--- config.mk ---
export PLATFORM = sky130hd
export DESIGN_NAME = evt_alarm_ctrl
export DESIGN_NICKNAME = d
export VERILOG_FILES = /design/src/rtl/evt_alarm_pkg.sv /design/src/rtl/evt_alarm_filt.sv /design/src/rtl/evt_alarm_sticky.sv /design/src/rtl/evt_alarm_gate.sv /design/src/rtl/evt_alarm_ctrl.sv
export SDC_FILE = /design/constraint.sdc
export NUM_CORES = 1
export LEC_CHECK = 0
export CORE_UTILIZATION = 25
export CTS_CLUSTER_SIZE = 14
export DETAILED_ROUTE_END_ITERATION = 8
export DONT_BUFFER_PORTS = 1
export PLACE_DENSITY = 0.47
export SYNTH_ARGS = -nofsm -noshare
export SYNTH_HDL_FRONTEND = slang
export SYNTH_HIERARCHICAL = 1
export SYNTH_SLANG_ARGS = --single-unit
--- constraint.sdc ---
create_clock -name clk_i -period 1.71 [get_ports clk_i]
set_input_delay 0.513 -clock clk_i [delete_from_list [all_inputs] [get_ports clk_i]]
set_output_delay 0.513 -clock clk_i [all_outputs]
set_load 0.02 [all_outputs]
--- src/rtl/evt_alarm_pkg.sv ---
package evt_alarm_pkg;
  localparam int N_SRC = 9;
  localparam int N_EV  = 12;
  localparam int N_EN  = 10;

  localparam int EV_COL    = 0;
  localparam int EV_XWARN  = 1;
  localparam int EV_REFV   = 2;
  localparam int EV_CNTOVF = 3;
  localparam int EV_REFOVF = 4;
  localparam int EV_PWRDN  = 5;
  localparam int EV_TPV    = 6;
  localparam int EV_ZERO   = 7;
  localparam int EV_XERR   = 8;
  localparam int EV_MODE   = 9;
  localparam int EV_UPDV   = 10;
  localparam int EV_DECERR = 11;

  typedef logic [N_EV-1:0] ev_vec_t;

  localparam ev_vec_t ERR_CLASS = ev_vec_t'((1 << EV_XERR) | (1 << EV_DECERR));
endpackage

--- src/rtl/evt_alarm_filt.sv ---
module evt_alarm_filt #(
  parameter int FILT_CYC = 1250
) (
  input  logic clk_i,
  input  logic rst_ni,
  input  logic raw_i,
  output logic filt_o,
  output logic chg_o
);
  localparam int CW = (FILT_CYC > 2) ? $clog2(FILT_CYC) : 1;
  localparam logic [CW-1:0] LAST = CW'(FILT_CYC - 1);

  logic [CW-1:0] cnt_q;
  logic          diff;

  assign diff  = raw_i ^ filt_o;
  assign chg_o = diff && (cnt_q == LAST);

  always_ff @(posedge clk_i or negedge rst_ni) begin
    if (!rst_ni) begin
      cnt_q  <= '0;
      filt_o <= 1'b0;
    end else if (!diff) begin
      cnt_q <= '0;
    end else if (chg_o) begin
      cnt_q  <= '0;
      filt_o <= raw_i;
    end else begin
      cnt_q <= cnt_q + 1'b1;
    end
  end
endmodule

--- src/rtl/evt_alarm_sticky.sv ---
module evt_alarm_sticky #(
  parameter int W = 1
) (
  input  logic         clk_i,
  input  logic         rst_ni,
  input  logic [W-1:0] set_i,
  input  logic         clr_i,
  output logic [W-1:0] q_o
);
  // set wins over a clear in the same cycle
  always_ff @(posedge clk_i or negedge rst_ni) begin
    if (!rst_ni) q_o <= '0;
    else         q_o <= (q_o & ~{W{clr_i}}) | set_i;
  end
endmodule

--- src/rtl/evt_alarm_gate.sv ---
module evt_alarm_gate
  import evt_alarm_pkg::*;
(
  input  ev_vec_t pend_i,
  input  ev_vec_t en_i,
  output logic    err_o,
  output logic    warn_o
);
  ev_vec_t err_hit, warn_hit;

  for (genvar i = 0; i < N_EV; i++) begin : g_cls
    if (ERR_CLASS[i]) begin : g_err
      assign err_hit[i]  = pend_i[i] & en_i[i];
      assign warn_hit[i] = 1'b0;
    end else begin : g_warn
      assign err_hit[i]  = 1'b0;
      assign warn_hit[i] = pend_i[i] & en_i[i];
    end
  end

  assign err_o  = |err_hit;
  assign warn_o = |warn_hit;
endmodule

--- src/rtl/evt_alarm_ctrl.sv ---
module evt_alarm_ctrl
  import evt_alarm_pkg::*;
#(
  parameter int FILT_CYC = 1250
) (
  input  logic              clk_i,
  input  logic              rst_ni,
  input  logic [N_SRC-1:0]  src_i,
  input  logic [N_EN-1:0]   en_mask_i,
  input  logic [1:0]        dis_mask_i,
  input  logic              err_pin_i,
  input  logic              warn_pin_i,
  input  logic              tp_i,
  input  logic              sel_open_i,
  input  logic              rd_a_i,
  input  logic              rd_b_i,
  output logic              err_oe_o,
  output logic              warn_oe_o,
  output logic [7:0]        stat_a_o,
  output logic [7:0]        stat_b_o
);
  ev_vec_t    en, set, pend_q;
  logic [1:0] xst_set, xst_q;  // [1] error pin, [0] warning pin
  logic       mode_q, mode_chg, clr;

  assign clr = rd_a_i | rd_b_i;
  // inverted-polarity fields sit above the positive ones
  assign en  = {~dis_mask_i, en_mask_i};

  evt_alarm_filt #(.FILT_CYC(FILT_CYC)) i_filt (
    .clk_i  (clk_i),
    .rst_ni (rst_ni),
    .raw_i  (sel_open_i),
    .filt_o (mode_q),
    .chg_o  (mode_chg)
  );

  always_comb begin
    set            = '0;
    set[EV_COL]    = src_i[0];
    set[EV_REFV]   = src_i[1];
    set[EV_CNTOVF] = src_i[2];
    set[EV_REFOVF] = src_i[3];
    set[EV_PWRDN]  = src_i[4];
    set[EV_TPV]    = src_i[5];
    set[EV_ZERO]   = src_i[6];
    set[EV_UPDV]   = src_i[7];
    set[EV_DECERR] = src_i[8];
    set[EV_MODE]   = mode_chg;
    // pin low while not driving it: someone else pulls
    set[EV_XERR]   = ~err_pin_i & ~err_oe_o;
    set[EV_XWARN]  = ~warn_pin_i & ~warn_oe_o;
  end

  assign xst_set = {~err_pin_i, ~warn_pin_i};

  evt_alarm_sticky #(.W(N_EV)) i_pend (
    .clk_i  (clk_i),
    .rst_ni (rst_ni),
    .set_i  (set),
    .clr_i  (clr),
    .q_o    (pend_q)
  );

  evt_alarm_sticky #(.W(2)) i_xst (
    .clk_i  (clk_i),
    .rst_ni (rst_ni),
    .set_i  (xst_set),
    .clr_i  (clr),
    .q_o    (xst_q)
  );

  evt_alarm_gate i_gate (
    .pend_i (pend_q),
    .en_i   (en),
    .err_o  (err_oe_o),
    .warn_o (warn_oe_o)
  );

  assign stat_a_o = {pend_q[EV_ZERO], pend_q[EV_TPV], pend_q[EV_PWRDN], pend_q[EV_REFOVF],
                     xst_q, pend_q[EV_COL], tp_i};
  assign stat_b_o = {pend_q[EV_CNTOVF], pend_q[EV_REFV], pend_q[EV_DECERR], pend_q[EV_UPDV],
                     xst_q, pend_q[EV_COL], mode_q};
endmodule

# Word level (Yosys, flattened, before mapping)
# Index checks and enable logic that the tools add are counted.
[totals] mem_bits_ro=0 wordCells=39 in_bits=29 reg_bits=26 ramBits=0 n_memories=0 latch_bits=0 output_inout_bits=18
[classes] magnitude_cmp=0 bitwise=27 n_shift=0 eq_ne=1 n_addsub=1 muxes=2 n_reduce_logical=4 n_div=0 n_mul=0
[op_table] op="$mux 11" n=2
[op_table] op="$and 1x1->1" n=14
[op_table] op="$and 12x12->12" n=1
[op_table] op="$not 12->12" n=1
[op_table] op="$or 12x12->12" n=1
[op_table] op="$add 11x1->11 const B" n=1
[op_table] op="$eq 11x11->1 const B" n=1
[op_table] op="$reduce_or 10->1" n=1
[op_table] op="$not 1->1" n=4
[op_table] op="$not 2->2" n=2
[op_table] op="$and 2x2->2" n=1
[op_table] op="$or 2x2->2" n=1
[op_table] op="$reduce_and 2->1" n=1
[op_table] op="$reduce_or 2->1" n=1
[op_table] op="$logic_and 1x1->1" n=1
[op_table] op="$or 1x1->1" n=1
[op_table] op="$xor 1x1->1" n=1

# Logic depth before layout (Yosys ltp)
# Gate-level depths: netlist of the first run.
[depth] depth_word=6 ltp_mapped=6 depth_no_buf=6

# Cells and area by module
# Netlist of the first run, hierarchy kept.
[modules_own_cells] mod="evt_alarm_filt" area_per_inst_um2=599.3 seq_area_each_um2=300.3 n_inst=1 cells_per_inst=60
[modules_own_cells] mod="evt_alarm_sticky (i_pend)" area_per_inst_um2=407.9 seq_area_each_um2=300.3 n_inst=1 cells_per_inst=26
[modules_own_cells] mod="evt_alarm_sticky (i_xst)" area_per_inst_um2=68.8 seq_area_each_um2=50.0 n_inst=1 cells_per_inst=5
[modules_own_cells] mod="evt_alarm_ctrl" area_per_inst_um2=66.3 seq_area_each_um2=0.0 n_inst=1 cells_per_inst=12
[modules_own_cells] mod="evt_alarm_gate" area_per_inst_um2=61.3 seq_area_each_um2=0.0 n_inst=1 cells_per_inst=7

# Worst setup path after synthesis of the first run
# No wires, ideal clock.
[synth_timing] kind="in2out" from="input port en_mask_i[7]" to="output port warn_oe_o" path_stages=3 path_slack_ns=0.056 required_time_ns=1.197 t_arrival_ns=1.141 n_path_buf=0 path_cell_list="a22o_1 > a221oi_2 > nand4_1"
[synth_between] elab_chain_len=2
[synth_rtl] item="start: declaration" line="evt_alarm_ctrl.sv:9" rtl="input logic [N_EN-1:0] en_mask_i,"
[synth_rtl] item="$and 1x1->1" line="evt_alarm_gate.sv:17" rtl="assign warn_hit[i] = pend_i[i] & en_i[i];"
[synth_rtl] item="$reduce_or 10->1" line="evt_alarm_gate.sv:22" rtl="assign warn_o = |warn_hit;"
[synth_rtl] item="end: declaration" line="evt_alarm_ctrl.sv:18" rtl="output logic warn_oe_o,"
# No other way between the ends.

# Final worst setup path of the first run
[layout_timing] from="register i_pend.q_o[7]" to="output port warn_oe_o"
[layout_between] elab_chain_len=2
[layout_rtl] item="start: declaration" line="evt_alarm_sticky.sv:8" rtl="output logic [W-1:0] q_o"
[layout_rtl] item="start signal: assignment" line="evt_alarm_sticky.sv:13" rtl="else q_o <= (q_o & ~{W{clr_i}}) | set_i;"
[layout_rtl] item="$and 1x1->1" line="evt_alarm_gate.sv:17"
[layout_rtl] item="$reduce_or 10->1" line="evt_alarm_gate.sv:22"
# No other way between the ends.

==> results of run 1 <==
-- power groups by stage --
stage | clock, mW | combinational, mW | sequential, mW
3_5_place_dp | 0 | 0.119 | 0.714
2_1_floorplan | 0 | 0.101 | 0.709
4_1_cts | 0.407 | 0.139 | 0.702
6_report | 0.382 | 0.135 | 0.702
5_1_grt | 0.429 | 0.154 | 0.708
3_3_place_gp | 0 | 0.116 | 0.713
-- worst paths after layout --
check                                 from               end  slack (ns)  cells after the start
max                          i_pend/q_o[7]         warn_oe_o       -0.13                      4
min                                 rst_ni     i_pend/q_o[3]        0.06                      1
max reg2reg                i_filt/cnt_q[0]  i_filt/cnt_q[10]        0.11                      4
min reg2reg                  i_pend/q_o[8]     i_pend/q_o[8]        0.50                      1
max in group asynchronous           rst_ni    i_pend/q_o[10]        1.50                      1
min in group clk_i                src_i[8]    i_pend/q_o[11]        0.34                      1
-- metal layers --
layer	vias to the layer above	global-route usage, %
met2	37	19.7
met1	406	9.54
met4	0	2.67
met3	2	2.67
li1	399	-
met5	-	0
-- synth_stat cells (all sizes together) --
master | instances | share of area, %
dfrtp | 26 | 54
o31ai | 3 | 1.9
or3 | 3 | 1.6
a22o | 2 | 1.5
nor4b | 1 | 0.73
or4 | 3 | 1.9
nand2 | 2 | 0.62
nand4 | 4 | 2.1
a22oi | 3 | 1.9
inv | 9 | 2.8
xor2 | 2 | 1.5
a41o | 1 | 0.83
a21o | 14 | 8.9
ha | 2 | 2.1
nor2 | 9 | 2.8
nand3 | 4 | 2.1
buf | 7 | 4.5
a21oi | 6 | 2.5
or2 | 1 | 0.52
xnor2 | 2 | 1.5
o21ai | 3 | 1.2
mux2 | 1 | 0.94
a221oi | 1 | 1.2
and3 | 1 | 0.52
-- state kept, by name, indices dropped and copies added, names as in the netlist --
| name | flops |
|---|---|
| i_filt/filt_o | 1 |
| i_filt/cnt_q | 11 |
| i_pend/q_o | 12 |
| i_xst/q_o | 2 |
-- area by class of cell --
cell class	instances	share of cell area, %
clock buffers	4	4.11
inverters	9	2.52
multi-input cells	68	34.8
flip-flops and latches	26	48.6
well taps	52	4.86
repair buffers	7	5.14
-- cell families (layout without fill, tap and decap cells) --
group / after synthesis / after routing / share of synthesized area (%)
flops: 26 / 26 / 54.1
buf+inv: 16 / 20 / 7.28
compound gates: 33 / 33 / 20.0
xor+xnor: 4 / 4 / 2.91
fa+ha+maj: 2 / 2 / 2.08
simple gates: 28 / 28 / 12.8
mux: 1 / 1 / 0.935
-- timing repair --
action / 4_1_cts / 5_1_grt
gates resized for setup: 1 / 0
setup buffers: 0 / 0
hold buffers: 1 / 0
endpoints found under the hold margin: 26 / 0
pin swaps: 2 / 1
endpoints found under the setup margin: 1 / 1
-- metrics by stage --
step	TNS, ns	hold WS, ns	utilization, %
2_1_floorplan	0	0.217	-
3_3_place_gp	0	0.218	28.0
3_5_place_dp	0	0.218	28.0
4_1_cts	-0.138	0.0518	29.7
5_1_grt	-0.211	0.0489	29.7
6_report	-0.126	0.0586	29.7
-- worst reg2reg max path, stage by stage, from the launching register on --
cell     delay [ns]
dfrtp_1        0.43
ha_1           0.24
nand4_1        0.24
or4_1          0.46
a21oi_1        0.17
==> results.py, run 1 <==
metrics = {
    "worst_setup_path": {
        "crit_buf_inv": 1,
        "required_ns": 1.20,
        "max_stage_delay_ns": 0.39,
        "crit_arrival_ns": 1.32,
        "crit_chain": "a22o_1 > a221oi_2 > nand4_1 > buf_6",
        "crit_type": "register to output port",
        "cp_max_fo": 2,
        "cp_top_family": "flip-flops",
        "cp-end-kind": "output port",
        "slowest_stage": "dfrtp_1",
        "crit_path_start_kind": "register",
    },
    "cells_and_area": {
        "stdcell_area_um2": 1340,
        "final_cell_mix": "dfrtp_1, a21o_1, nor2_1, inv_1, a21oi_1",
        "fin_nets": 146,
        "drive_gt1_share_pct": 14.9,
        "diodes": 0,
        "stdcell_count": 166,
        "num-fill-cells": 458,
        "area_growth_pct": 11.2,
        "multi_input_area_um2": 465,
        "final_common_cell": "dfrtp_1",
        "seqCellArea_um2": 651,
    },
    "drt": {
        "avgViaCountPerCell": 5.08,
        "highest_layer": "met4",
        "vias": 844,
        "wl_per_cell_um": 13.7,
        "routed_wl_mm": 2.27,
        "drt_iter0_markers": 35,
        "drc": 9,
        "wl_met2_mm": 1.13,
        "first_pass_iters": 6,
        "ant_nets": 0,
        "drt-met1-wl_um": 945,
        "wl_met3_um": 186,
    },
    "sta": {
        "setup_violations": 1,
        "fin_crit_ns": 1.84,
        "max-slew-margin-rel_pct": 74.0,
        "tightest_slew_ns": 0.384,
        "slew_viol_final": 0,
        "rsz0062_at_grt": "true",
        "worst_slack_ns": -0.126,
        "worst_clock_skew_ns": 0.00330,
        "hold_viol": 0,
        "fmax_ghz": 0.545,
        "post-route-period-util_pct": 107,
    },
    "placed_design": {
        "placed_cell_area_um2": 1260,
        "dp_cells": 161,
        "globalplace.congestion": 0.766,
        "post-dp-hpwl_mm": 1.75,
        "post-place-ws_ns": 0.0415,
        "port_buffers": 0,
    },
    "die": {
        "die_h_um": 71.4,
        "rows": 24,
        "io_pins": 47,
        "die_x_um": 71.4,
        "start_util_pct": 26.7,
        "die-area_um2": 5100,
        "core_area_um2": 4500,
    },
    "grt": {
        "grt.total_usage_pct": 9.74,
        "grt_pass1_vias": 898,
        "antenna_found_initial": 0,
        "overflow": 0,
        "grt_max_degree": 27,
        "grt_pass1_wl_mm": 3.80,
    },
    "outcome": {
        "violations": "design-rule violations, negative setup slack",
        "status": "finished, violations left",
    },
    "pwr": {
        "clockPowerShare_pct": 31.3,
        "netSwitchingPower_mw": 0.306,
        "p_leak_nw": 0.629,
        "p_per_area_nw_per_um2": 910,
        "swShare_pct": 25.1,
        "seqPwrFrac_pct": 57.6,
        "power_mw": 1.22,
        "p_comb_share_pct": 11.1,
        "vdd_drop_max_mv": 0.293,
        "p_int_mw": 0.913,
    },
    "synth": {
        "synth.avg_cell_area_um2": 10.9,
        "synth_cells": 110,
        "netlist_area_um2": 1200,
        "synth-seq-area-share_pct": 54.1,
        "synth_nets": 141,
        "ys_types": 29,
        "synth_seq_cells": 26,
        "ys_warn_count": 6,
    },
    "clock_tree": {
        "cts_buffer_depth": 2,
        "cts_root_buf": "clkbuf_8",
        "clk_latency_ns": 0.26,
        "cts_buffers": 3,
        "cts_tree": "yes",
        "path_clk_slew_ns": 0.09,
        "cts_sinks": 26,
        "htreeDepth": 1,
    },
    "run": {
        "max_cap_viol_count": 0,
    },
    "min_path": {
        "hold_class": "input port to asynchronous set/reset pin",
    },
}
Power figures use the tool's default switching activity.
==> inputs of run 2 (changes only) <==
- CAP_MARGIN: unset -> 20
==> results of run 2 <==
Same layout as run 1: the final DEF is identical, and so are final timing and power.
==> inputs of run 3 (changes only) <==
--- a/constraint.sdc
+++ b/constraint.sdc
@@ -3,2 +3,2 @@
 set_output_delay 0.513 -clock clk_i [all_outputs]
-set_load 0.02 [all_outputs]
+set_load 0.1 [all_outputs]
==> run 3 against run 2 <==
Net effect:
- critical path depth unchanged
- combinational power increased to 2.7 times the previous value
- maximum frequency decreased by 8.8%
- count of clock-buffer cells in the layout unchanged
- sequential power decreased by 2.8%
- sequential cell count unchanged
- core utilization increased by 2.6 points
- the flow still finishes with violations (design-rule violations, negative setup slack)
- critical endpoint unchanged
- sequential share of layout area decreased by 2.6 points
- cell count increased by 4.2%
==> results.py, run 3 (synthesis results as in run 1) <==
metrics = {
    "cells_and_area": {
        "diodes": 0,
        "top_regs": "i_pend/q_o x12, i_filt/cnt_q x11, i_xst/q_o x2",
        "fin_nets": 153,
        "final_cell_mix": "dfrtp_1, a21o_1, buf_4, nor2_1, dfrtp_2",
        "top_register": "i_pend/q_o",
        "final_common_cell": "dfrtp_1",
        "drive_gt1_share_pct": 30.6,
        "largest_register_ffs": 12,
        "area_growth_pct": 20.8,
    },
    "sta": {
        "setup_violations": 1,
        "max-slew-margin-rel_pct": 62.9,
        "worst_clock_skew_ns": 0.00331,
        "tightest_slew_ns": 0.557,
        "setup_tns_ns": -0.303,
        "rsz0062_at_grt": "true",
        "fin_crit_ns": 2.01,
        "fmax_ghz": 0.497,
        "worst_slack_ns": -0.303,
        "hold_viol": 0,
        "slew_viol_final": 0,
        "post-route-period-util_pct": 118,
    },
    "clock_tree": {
        "cts_tree": "yes",
        "cts_root_buf": "clkbuf_8",
        "cts_sinks": 26,
        "cts_buffer_depth": 2,
        "cts_buffers": 3,
        "clk_latency_ns": 0.26,
        "htreeDepth": 1,
        "path_clk_slew_ns": 0.09,
    },
    "worst_setup_path": {
        "r2r_slack_ns": 0.11,
        "r2r_end": "i_filt/filt_o",
        "cp-end-kind": "output port",
        "crit_cells": 4,
        "required_ns": 1.20,
        "max_stage_delay_ns": 0.48,
        "cp_top_family": "flip-flops",
        "crit_arrival_ns": 1.50,
        "crit_buf_inv": 1,
        "slowest_stage": "dfrtp_4",
        "r2r_cells": 5,
        "cp-startpoint": "i_pend/q_o[7]",
        "crit_path_end": "warn_oe_o",
        "crit_path_start_kind": "register",
        "crit_chain": "a22o_1 > a221oi_2 > nand4_1 > buf_12",
        "r2r_start": "i_filt/cnt_q[1]",
        "cp_max_fo": 2,
        "crit_type": "register to output port",
    },
    "die": {
        "start_util_pct": 26.7,
        "core_area_um2": 4500,
        "io_pins": 47,
        "die-area_um2": 5100,
        "rows": 24,
        "die_x_um": 71.4,
        "die_h_um": 71.4,
    },
    "grt": {
        "antenna_found_initial": 0,
        "grt.total_usage_pct": 9.57,
        "overflow": 0,
        "grt_pass1_vias": 913,
        "grt_pass1_wl_mm": 3.77,
        "grt_max_degree": 27,
    },
    "drt": {
        "avgViaCountPerCell": 4.95,
        "wl_per_cell_um": 14.0,
        "first_pass_iters": 6,
        "vias": 857,
        "drc": 9,
        "ant_nets": 0,
        "drt_iter0_markers": 47,
        "routed_wl_mm": 2.42,
    },
    "placed_design": {
        "globalplace.congestion": 0.690,
        "port_buffers": 0,
        "post-dp-hpwl_mm": 1.83,
    },
    "pwr": {
        "p_per_area_nw_per_um2": 983,
        "vdd_drop_max_mv": 0.247,
        "power_mw": 1.43,
        "p_leak_nw": 0.669,
    },
    "run": {
        "max_cap_viol_count": 0,
    },
    "outcome": {
        "status": "finished, violations left",
        "violations": "design-rule violations, negative setup slack",
    },
    "min_path": {
        "hold_class": "input port to asynchronous set/reset pin",
    },
}
-- run 3: worst min path at each step --
| stage | start | endpoint | slack, ns | cells after the start |
|---|---|---|---|---|
| 6_report | rst_ni | i_pend/q_o[5] | 0.06 | 1 |
| 5_1_grt | rst_ni | i_pend/q_o[9] | 0.05 | 1 |
| 4_1_cts | rst_ni | i_pend/q_o[7] | 0.05 | 1 |
| 3_5_place_dp | rst_ni | i_pend/q_o[4] | 0.22 | 0 |
| 3_3_place_gp | rst_ni | i_pend/q_o[3] | 0.22 | 0 |
| 2_1_floorplan | rst_ni | i_filt/cnt_q[0] | 0.22 | 0 |
-- run 3: power by group --
part / leakage, nW / switching, mW / total [mW] / internal, mW
logic: 0.322 / 0.274 / 0.361 / 0.0870
registers: 0.317 / 0.0299 / 0.682 / 0.652
clock network: 0.0288 / 0.181 / 0.386 / 0.205
-- run 3: layer usage --
metal	track usage (%)	routed length, µm	vias up	part of all wire, %
met4	3.56	0	0	0
met1	8.94	919	405	38
met5	0	0	-	0
li1	-	-	414	-
met3	2.95	196	0	8.1
met2	19.2	1300	38	54
-- run 3: layout make-up --
cell class / instances / area [µm²]
fill: 458 / 3050
multi-input combinational: 68 / 475
clock buffer: 4 / 55.1
inverter: 9 / 33.8
timing repair buffer: 14 / 155
tap: 52 / 65.1
sequential: 26 / 669
-- run 3: stage by stage --
stage               setup slack [ns]  hold slack (ns)  area, µm²  util, %  std cells
finish                        -0.303           0.0559       1450     32.3        173
global route                  -0.390           0.0477       1450     32.3        173
CTS                           -0.331           0.0496       1450     32.3        173
detailed placement           -0.0692            0.218       1380     30.6        168
global placement             -0.0699            0.218       1380     30.6        168
floorplan                     -0.760            0.217       1230        -        110
-- run 3: repair_timing --
item                                   CTS  global route
hold buffers                             1             0
setup endpoints to repair                1             5
buffers inserted                         0             0
endpoints found under the hold margin   26             0
pin swaps                                0             0
resized for setup                        0             1
